$ cat src/rtl/sram_ctrl_pkg.sv
package sram_ctrl_pkg;

    typedef enum logic [2:0] {
        PH_IDLE,
        PH_READ,
        PH_WFLOAT,
        PH_WDRIVE,
        PH_WHOLD
    } phase_e;

    // Memory-side strobe bundle, all strobes active low
    typedef struct packed {
        logic cs_n;
        logic oe_n;
        logic we_n;
        logic drive;
    } strobe_t;

    function automatic int unsigned ns_to_cycles(int unsigned ns, int unsigned period_ns);
        return (ns + period_ns - 1) / period_ns;
    endfunction

    function automatic int unsigned umax(int unsigned a, int unsigned b);
        return (a > b) ? a : b;
    endfunction

    function automatic strobe_t phase_strobes(phase_e ph);
        strobe_t s;
        s = '{cs_n: 1'b1, oe_n: 1'b1, we_n: 1'b1, drive: 1'b0};
        case (ph)
            PH_READ:   begin s.cs_n = 1'b0; s.oe_n = 1'b0; end
            PH_WFLOAT: begin s.cs_n = 1'b0; s.we_n = 1'b0; end
            PH_WDRIVE: begin s.cs_n = 1'b0; s.we_n = 1'b0; s.drive = 1'b1; end
            PH_WHOLD:  begin s.drive = 1'b1; end
            default:   ;
        endcase
        return s;
    endfunction

endpackage

$ cat src/rtl/sram_phase_timer.sv
module sram_phase_timer #(
    parameter int unsigned CW = 3
) (
    input  logic          clk,
    input  logic          rst,
    input  logic          load,
    input  logic [CW-1:0] load_val,
    output logic          expired
);
    logic [CW-1:0] cnt_q;

    always_ff @(posedge clk) begin
        if (rst) begin
            cnt_q <= '0;
        end else if (load) begin
            cnt_q <= load_val;
        end else if (cnt_q != '0) begin
            cnt_q <= cnt_q - 1'b1;
        end
    end

    assign expired = (cnt_q == '0);
endmodule

$ cat src/rtl/sram_seq_fsm.sv
module sram_seq_fsm
    import sram_ctrl_pkg::*;
#(
    parameter int unsigned N_RD  = 7,
    parameter int unsigned N_FLT = 3,
    parameter int unsigned N_DRV = 4,
    parameter int unsigned CW    = 3
) (
    input  logic          clk,
    input  logic          rst,
    input  logic          req_valid,
    input  logic          req_write,
    input  logic          timer_expired,
    output logic          timer_load,
    output logic [CW-1:0] timer_val,
    output phase_e        phase,
    output strobe_t       strobes,
    output logic          accept,
    output logic          finish_rd,
    output logic          finish_wr
);
    phase_e  phase_q, phase_d;
    strobe_t strb_q;

    always_comb begin
        phase_d    = phase_q;
        timer_load = 1'b0;
        timer_val  = '0;
        accept     = 1'b0;
        finish_rd  = 1'b0;
        finish_wr  = 1'b0;
        case (phase_q)
            PH_IDLE: begin
                if (req_valid) begin
                    accept     = 1'b1;
                    timer_load = 1'b1;
                    if (req_write) begin
                        phase_d   = PH_WFLOAT;
                        timer_val = CW'(N_FLT - 1);
                    end else begin
                        phase_d   = PH_READ;
                        timer_val = CW'(N_RD - 1);
                    end
                end
            end
            PH_READ: begin
                if (timer_expired) begin
                    phase_d   = PH_IDLE;
                    finish_rd = 1'b1;
                end
            end
            PH_WFLOAT: begin
                if (timer_expired) begin
                    phase_d    = PH_WDRIVE;
                    timer_load = 1'b1;
                    timer_val  = CW'(N_DRV - 1);
                end
            end
            PH_WDRIVE: begin
                if (timer_expired) begin
                    phase_d    = PH_WHOLD;
                    timer_load = 1'b1;
                    timer_val  = '0;
                end
            end
            PH_WHOLD: begin
                phase_d   = PH_IDLE;
                finish_wr = 1'b1;
            end
            default: phase_d = PH_IDLE;
        endcase
    end

    // Strobes are registered from the next phase so they change only at edges
    always_ff @(posedge clk) begin
        if (rst) begin
            phase_q <= PH_IDLE;
            strb_q  <= phase_strobes(PH_IDLE);
        end else begin
            phase_q <= phase_d;
            strb_q  <= phase_strobes(phase_d);
        end
    end

    assign phase   = phase_q;
    assign strobes = strb_q;

    // a read window is not cut short while the timer is still running
    assert_read_holds_R2: assert property (@(posedge clk) disable iff (rst)
        (phase_q == PH_READ && !timer_expired) |=> (phase_q == PH_READ));

    // the data hold phase lasts a single cycle
    assert_hold_single_R5: assert property (@(posedge clk) disable iff (rst)
        (phase_q == PH_WHOLD) |=> (phase_q == PH_IDLE));
endmodule

$ cat src/rtl/sram_datapath.sv
module sram_datapath #(
    parameter int unsigned AW = 15,
    parameter int unsigned DW = 8
) (
    input  logic          clk,
    input  logic          rst,
    input  logic          accept,
    input  logic          busy,
    input  logic [AW-1:0] req_addr,
    input  logic [DW-1:0] req_wdata,
    input  logic          finish_rd,
    input  logic          finish_wr,
    input  logic [DW-1:0] mem_dq_in,
    output logic [AW-1:0] addr_q,
    output logic [DW-1:0] wdata_q,
    output logic [DW-1:0] rdata_q,
    output logic          done_q
);
    always_ff @(posedge clk) begin
        if (rst) begin
            addr_q  <= '0;
            wdata_q <= '0;
            rdata_q <= '0;
            done_q  <= 1'b0;
        end else begin
            if (accept) begin
                addr_q  <= req_addr;
                wdata_q <= req_wdata;
            end
            if (finish_rd) begin
                rdata_q <= mem_dq_in;
            end
            done_q <= finish_rd | finish_wr;
        end
    end

    // memory-side address and data stay put while an operation runs
    assert_addr_stable_R8: assert property (@(posedge clk) disable iff (rst)
        (busy && $past(busy)) |-> ($stable(addr_q) && $stable(wdata_q)));

    // completion is a single-cycle pulse
    assert_done_pulse_R6: assert property (@(posedge clk) disable iff (rst)
        done_q |=> !done_q);
endmodule

$ cat src/rtl/sram_ctrl.sv
module sram_ctrl
    import sram_ctrl_pkg::*;
#(
    parameter int unsigned AW            = 15,
    parameter int unsigned DW            = 8,
    parameter int unsigned CLK_PERIOD_NS = 10,
    parameter int unsigned T_RC_NS       = 70,
    parameter int unsigned T_AA_NS       = 70,
    parameter int unsigned T_OE_NS       = 35,
    parameter int unsigned T_HZ_NS       = 25,
    parameter int unsigned T_WC_NS       = 70,
    parameter int unsigned T_WP_NS       = 50,
    parameter int unsigned T_AW_NS       = 60,
    parameter int unsigned T_DW_NS       = 25,
    parameter int unsigned T_WHZ_NS      = 25
) (
    input  logic          clk,
    input  logic          rst,
    input  logic          req_valid,
    input  logic          req_write,
    input  logic [AW-1:0] req_addr,
    input  logic [DW-1:0] req_wdata,
    output logic          req_ready,
    output logic          done,
    output logic [DW-1:0] rdata,
    output logic          mem_cs_n,
    output logic          mem_oe_n,
    output logic          mem_we_n,
    output logic [AW-1:0] mem_addr,
    output logic [DW-1:0] mem_dq_out,
    output logic          mem_dq_oe,
    input  logic [DW-1:0] mem_dq_in
);
    localparam int unsigned N_RD   = umax(1, ns_to_cycles(umax(T_RC_NS, umax(T_AA_NS, T_OE_NS)), CLK_PERIOD_NS));
    localparam int unsigned N_FLT  = umax(1, ns_to_cycles(umax(T_WHZ_NS, T_HZ_NS), CLK_PERIOD_NS));
    localparam int unsigned N_DS   = umax(1, ns_to_cycles(T_DW_NS, CLK_PERIOD_NS));
    localparam int unsigned N_WMIN = ns_to_cycles(umax(T_WC_NS, umax(T_WP_NS, T_AW_NS)), CLK_PERIOD_NS);
    localparam int unsigned N_REST = (N_WMIN > N_FLT) ? (N_WMIN - N_FLT) : 0;
    localparam int unsigned N_DRV  = umax(N_DS, N_REST);
    localparam int unsigned N_MAX  = umax(N_RD, umax(N_FLT, N_DRV));
    localparam int unsigned CW     = $clog2(N_MAX + 1);

    logic          timer_load, timer_expired;
    logic [CW-1:0] timer_val;
    phase_e        phase;
    strobe_t       strobes;
    logic          accept, finish_rd, finish_wr;

    sram_phase_timer #(.CW(CW)) timer_i (
        .clk      (clk),
        .rst      (rst),
        .load     (timer_load),
        .load_val (timer_val),
        .expired  (timer_expired)
    );

    sram_seq_fsm #(.N_RD(N_RD), .N_FLT(N_FLT), .N_DRV(N_DRV), .CW(CW)) fsm_i (
        .clk           (clk),
        .rst           (rst),
        .req_valid     (req_valid),
        .req_write     (req_write),
        .timer_expired (timer_expired),
        .timer_load    (timer_load),
        .timer_val     (timer_val),
        .phase         (phase),
        .strobes       (strobes),
        .accept        (accept),
        .finish_rd     (finish_rd),
        .finish_wr     (finish_wr)
    );

    sram_datapath #(.AW(AW), .DW(DW)) dp_i (
        .clk       (clk),
        .rst       (rst),
        .accept    (accept),
        .busy      (phase != PH_IDLE),
        .req_addr  (req_addr),
        .req_wdata (req_wdata),
        .finish_rd (finish_rd),
        .finish_wr (finish_wr),
        .mem_dq_in (mem_dq_in),
        .addr_q    (mem_addr),
        .wdata_q   (mem_dq_out),
        .rdata_q   (rdata),
        .done_q    (done)
    );

    assign req_ready = (phase == PH_IDLE);
    assign mem_cs_n  = strobes.cs_n;
    assign mem_oe_n  = strobes.oe_n;
    assign mem_we_n  = strobes.we_n;
    assign mem_dq_oe = strobes.drive;

    // own driver never fights a memory that is driving the bus
    assert_no_contention_R4: assert property (@(posedge clk) disable iff (rst)
        mem_dq_oe |-> (mem_oe_n || mem_cs_n));

    // driver turns on only after write-enable has already been low
    assert_drive_after_float_R4: assert property (@(posedge clk) disable iff (rst)
        $rose(mem_dq_oe) |-> (!mem_we_n && $past(!mem_we_n)));

    // completion is reported only once the strobes are released
    assert_done_released_R6: assert property (@(posedge clk) disable iff (rst)
        done |-> (mem_cs_n && mem_we_n && mem_oe_n));
endmodule

$ cat config.mk
export PLATFORM = sky130hd
export DESIGN_NAME = sram_ctrl
export DESIGN_NICKNAME = d
export VERILOG_FILES = /design/src/rtl/sram_ctrl_pkg.sv /design/src/rtl/sram_phase_timer.sv /design/src/rtl/sram_seq_fsm.sv /design/src/rtl/sram_datapath.sv /design/src/rtl/sram_ctrl.sv
export SDC_FILE = /design/constraint.sdc
export NUM_CORES = 1
export LEC_CHECK = 0
export ABC_AREA = 0
export BUFFER_PORTS_ARGS = -buffer_cell sky130_fd_sc_hd__buf_4
export CORE_MARGIN = 10
export CORE_UTILIZATION = 47
export DETAILED_ROUTE_END_ITERATION = 10
export MAX_ROUTING_LAYER = met4
export PLACE_DENSITY_LB_ADDON = 0.05
export SLEW_MARGIN = 10
export SYNTH_ARGS = -nofsm -noshare
export SYNTH_HDL_FRONTEND = slang
export SYNTH_HIERARCHICAL = 1
export SYNTH_SLANG_ARGS = --single-unit
$ cat constraint.sdc
create_clock -name clk -period 2 [get_ports clk]
set_clock_uncertainty 0.15 [all_clocks]
set_input_delay 0.1 -clock clk [delete_from_list [all_inputs] [get_ports clk]]
set_output_delay 0.1 -clock clk [all_outputs]
set_load 0.03 [all_outputs]
==> tab_implementation.tex <==
\begin{tabular}{lr}
\hline
Metric & Value \\
\hline
\multicolumn{2}{l}{\textbf{STA}} \\
Max-slew violation count & 0 \\
Final Cycle Share & 0.9509 \\
Final hold violation count & 0 \\
Final setup slack of the worst path & 0.09818 ns \\
Relative slew margins & 0.7321 \\
\# setup viols final & 0 \\
Highest attainable clock frequency & 525.8 MHz \\
Final Critical Period & 1.902 ns \\
Tightest Pin Transition & 0.3962 ns \\
\multicolumn{2}{l}{\textbf{Drt}} \\
Detailed-route via count & 1503 \\
Routed via count divided by cell count & 4.726 \\
Pre-antenna DRT Iters & 4 \\
Iteration-0 DRC Markers & 82 \\
Post-route ant nets & 0 \\
Count of unresolved DRC violations after routing & 0 \\
Total routed wirelength & 4740 um \\
Wire per inst & 14.91 um \\
\multicolumn{2}{l}{\textbf{Pwr}} \\
Post-route total power & 2.345 mW \\
Power density over cell area & 868.9 nW/um2 \\
Peak VDD IR & 0.5743 mV \\
Static power due to leakage & 1.225 nW \\
\multicolumn{2}{l}{\textbf{GRT}} \\
Antenna violations before repair & 0 \\
Total gr overflow & 0 \\
First-pass GRT wire length & 7376 um \\
Largest net degree at the start of global routing & 40 \\
Vias in the first global route & 1536 \\
Overall track demand over capacity in global routing & 0.1488 \\
\multicolumn{2}{l}{\textbf{Worst setup path}} \\
Worst setup EP type & flop \\
Capturing point of the worst reg2reg path & timer\_i/cnt\_q[0]\$\_SDFFE\_PP0P\_ \\
Required time at the endpoint of the critical path & 2.07 ns \\
Crit path kind & flop to flop \\
Startpoint type of the worst setup path & flop \\
Maximum fanout count along the critical path & 7 \\
Critical Path AT & 1.97 ns \\
Number of cells on the worst reg-to-reg path & 8 \\
FF-to-FF Start & timer\_i/cnt\_q[0]\$\_SDFFE\_PP0P\_ \\
R2R Setup Slk & 0.1 ns \\
\multicolumn{2}{l}{\textbf{Hold path}} \\
Destination of the worst hold path & dp\_i/wdata\_q[5]\$\_SDFFE\_PP0P\_ \\
Worst Min Path Start & dp\_i/wdata\_q[5]\$\_SDFFE\_PP0P\_ \\
Hold Path Class & flop to flop \\
Hold Path Cell Cnt & 2 \\
\multicolumn{2}{l}{\textbf{Finish}} \\
Number of diodes added for antenna fixing & 0 \\
Highest-count cells in the layout ignoring fill and taps & 77 x buf\_4, 40 x dfxtp\_1, 35 x nor2\_1 \\
Signed area change from the synthesized netlist to the final layout & 60.13\% \\
Final Instance Area & 2699 um2 \\
Share of final-layout standard cells stronger than drive strength 1 & 0.3566 \\
Final nets & 308 \\
Commonest non-fill, non-tap cell in the layout & buf\_4 \\
\multicolumn{2}{l}{\textbf{CTS}} \\
Clock tree buffer depth & 2 \\
Number of clock sinks & 42 \\
CTS tree & built \\
CTS Buf Count & 5 \\
Number of H-tree branching levels & 2 \\
CTS Root Buffer Type & clkbuf\_4 \\
Clk\_lat worst skew & 0.34 ns \\
Clock transition time at the flip-flop clock pins of the worst setup and hold paths & 0.12 ns \\
\multicolumn{2}{l}{\textbf{Die}} \\
Effective utilization at floorplan & 0.4972 \\
Horizontal die dimension & 79.88 um \\
Height of the die & 79.88 um \\
Core footprint & 3390 um2 \\
Site row count & 21 \\
Number of placed I/O pins & 72 \\
Die Outline Area & 6381 um2 \\
\multicolumn{2}{l}{\textbf{Place}} \\
Detailed placer's ending HPWL & 3168 um \\
Buffers added on ports & 71 \\
Post-placement cell area & 2237 um2 \\
Worst setup slack after placement & 0.03737 ns \\
RD Place Congestion & 0.7556 \\
\multicolumn{2}{l}{\textbf{Synth}} \\
Syn Inst Count & 161 \\
Yosys Warn Count & 6 \\
Syn avg cell area & 10.47 um2 \\
Post-synthesis cell area & 1685 um2 \\
Net Count, Synth & 198 \\
\multicolumn{2}{l}{\textbf{Run}} \\
Maximum capacitance violations & 0 \\
\multicolumn{2}{l}{\textbf{Outcome}} \\
Outcome & completed \\
\hline
\end{tabular}
## how the worst max path moves through the flow
stage / start / end / slack [ns] / cells past startpoint
finish: timer_i/cnt_q[0]$_SDFFE_PP0P_ / timer_i/cnt_q[0]$_SDFFE_PP0P_ / 0.1 / 8
global route: timer_i/cnt_q[0]$_SDFFE_PP0P_ / timer_i/cnt_q[0]$_SDFFE_PP0P_ / -0.02 / 8
CTS: timer_i/cnt_q[0]$_SDFFE_PP0P_ / timer_i/cnt_q[1]$_SDFFE_PP0P_ / 0.008 / 8
detailed placement: timer_i/cnt_q[0]$_SDFFE_PP0P_ / timer_i/cnt_q[1]$_SDFFE_PP0P_ / 0.04 / 8
global placement: timer_i/cnt_q[0]$_SDFFE_PP0P_ / timer_i/cnt_q[1]$_SDFFE_PP0P_ / 0.22 / 8
floorplan: fsm_i/phase[1]$_SDFF_PP0_ / dp_i/addr_q[10]$_SDFFE_PP0P_ / 0.20 / 7
## timing repair
action | in CTS | in global routing
endpoints found under the hold margin | 35 | 0
gates resized for setup | 0 | 9
setup buffers | 0 | 2
hold buffers | 34 | 0
setup endpoints to repair | 0 | 2
## layer usage
layer / vias to the layer above / track usage / share of wire
met3: 10 / 0.05631 / 0.076
met4: 0 / 0.05458 / 0.019
met5: - / - / 0
li1: 769 / - / -
met1: 669 / 0.1528 / 0.40
met2: 55 / 0.2528 / 0.50
## worst max-delay path, stage by stage, from the launching register on
cell and delay, ns:
dfxtp_2 0.34, inv_1 0.08, ha_2 0.23, nand2b_4 0.08
inv_2 0.10, nand3b_1 0.15, nand2_2 0.17, nor2b_1 0.08
a2111oi_2 0.39
## metrics by stage
step	hold slack, ns	TNS [ns]	instances	util
after floorplan	0.01786	0	161	-
after global placement	0.1868	0	274	0.6600
after detailed placement	0.1968	0	274	0.6600
after CTS	0.3677	0	316	0.7826
after global routing	0.3803	-0.01543	318	0.7962
final	0.3592	0	318	0.7962
## power by group
group          total [mW]  switching, mW  internal [mW]
logic               0.850          0.445          0.405
registers           0.983         0.0526          0.930
clock network       0.512          0.247          0.265
## registers in the layout, indices dropped and copies added (netlist names)
| signal | flops |
|---|---|
| dp_i/done_q | 1 |
| timer_i/cnt_q | 3 |
| dp_i/addr_q | 15 |
| dp_i/wdata_q | 8 |
| dp_i/rdata_q | 8 |
| fsm_i/strobes | 4 |
| fsm_i/phase | 3 |
## layout make-up
type / count / area [um2]
well taps: 46 / 57.56
multi-input cells: 105 / 765.7
clock buffers: 7 / 45.04
flip-flops and latches: 42 / 843.3
clock inverters: 1 / 30.03
inverters: 5 / 18.77
repair buffers: 112 / 938.4
fillers: 211 / 690.7
(Power assumes the default switching activity.)
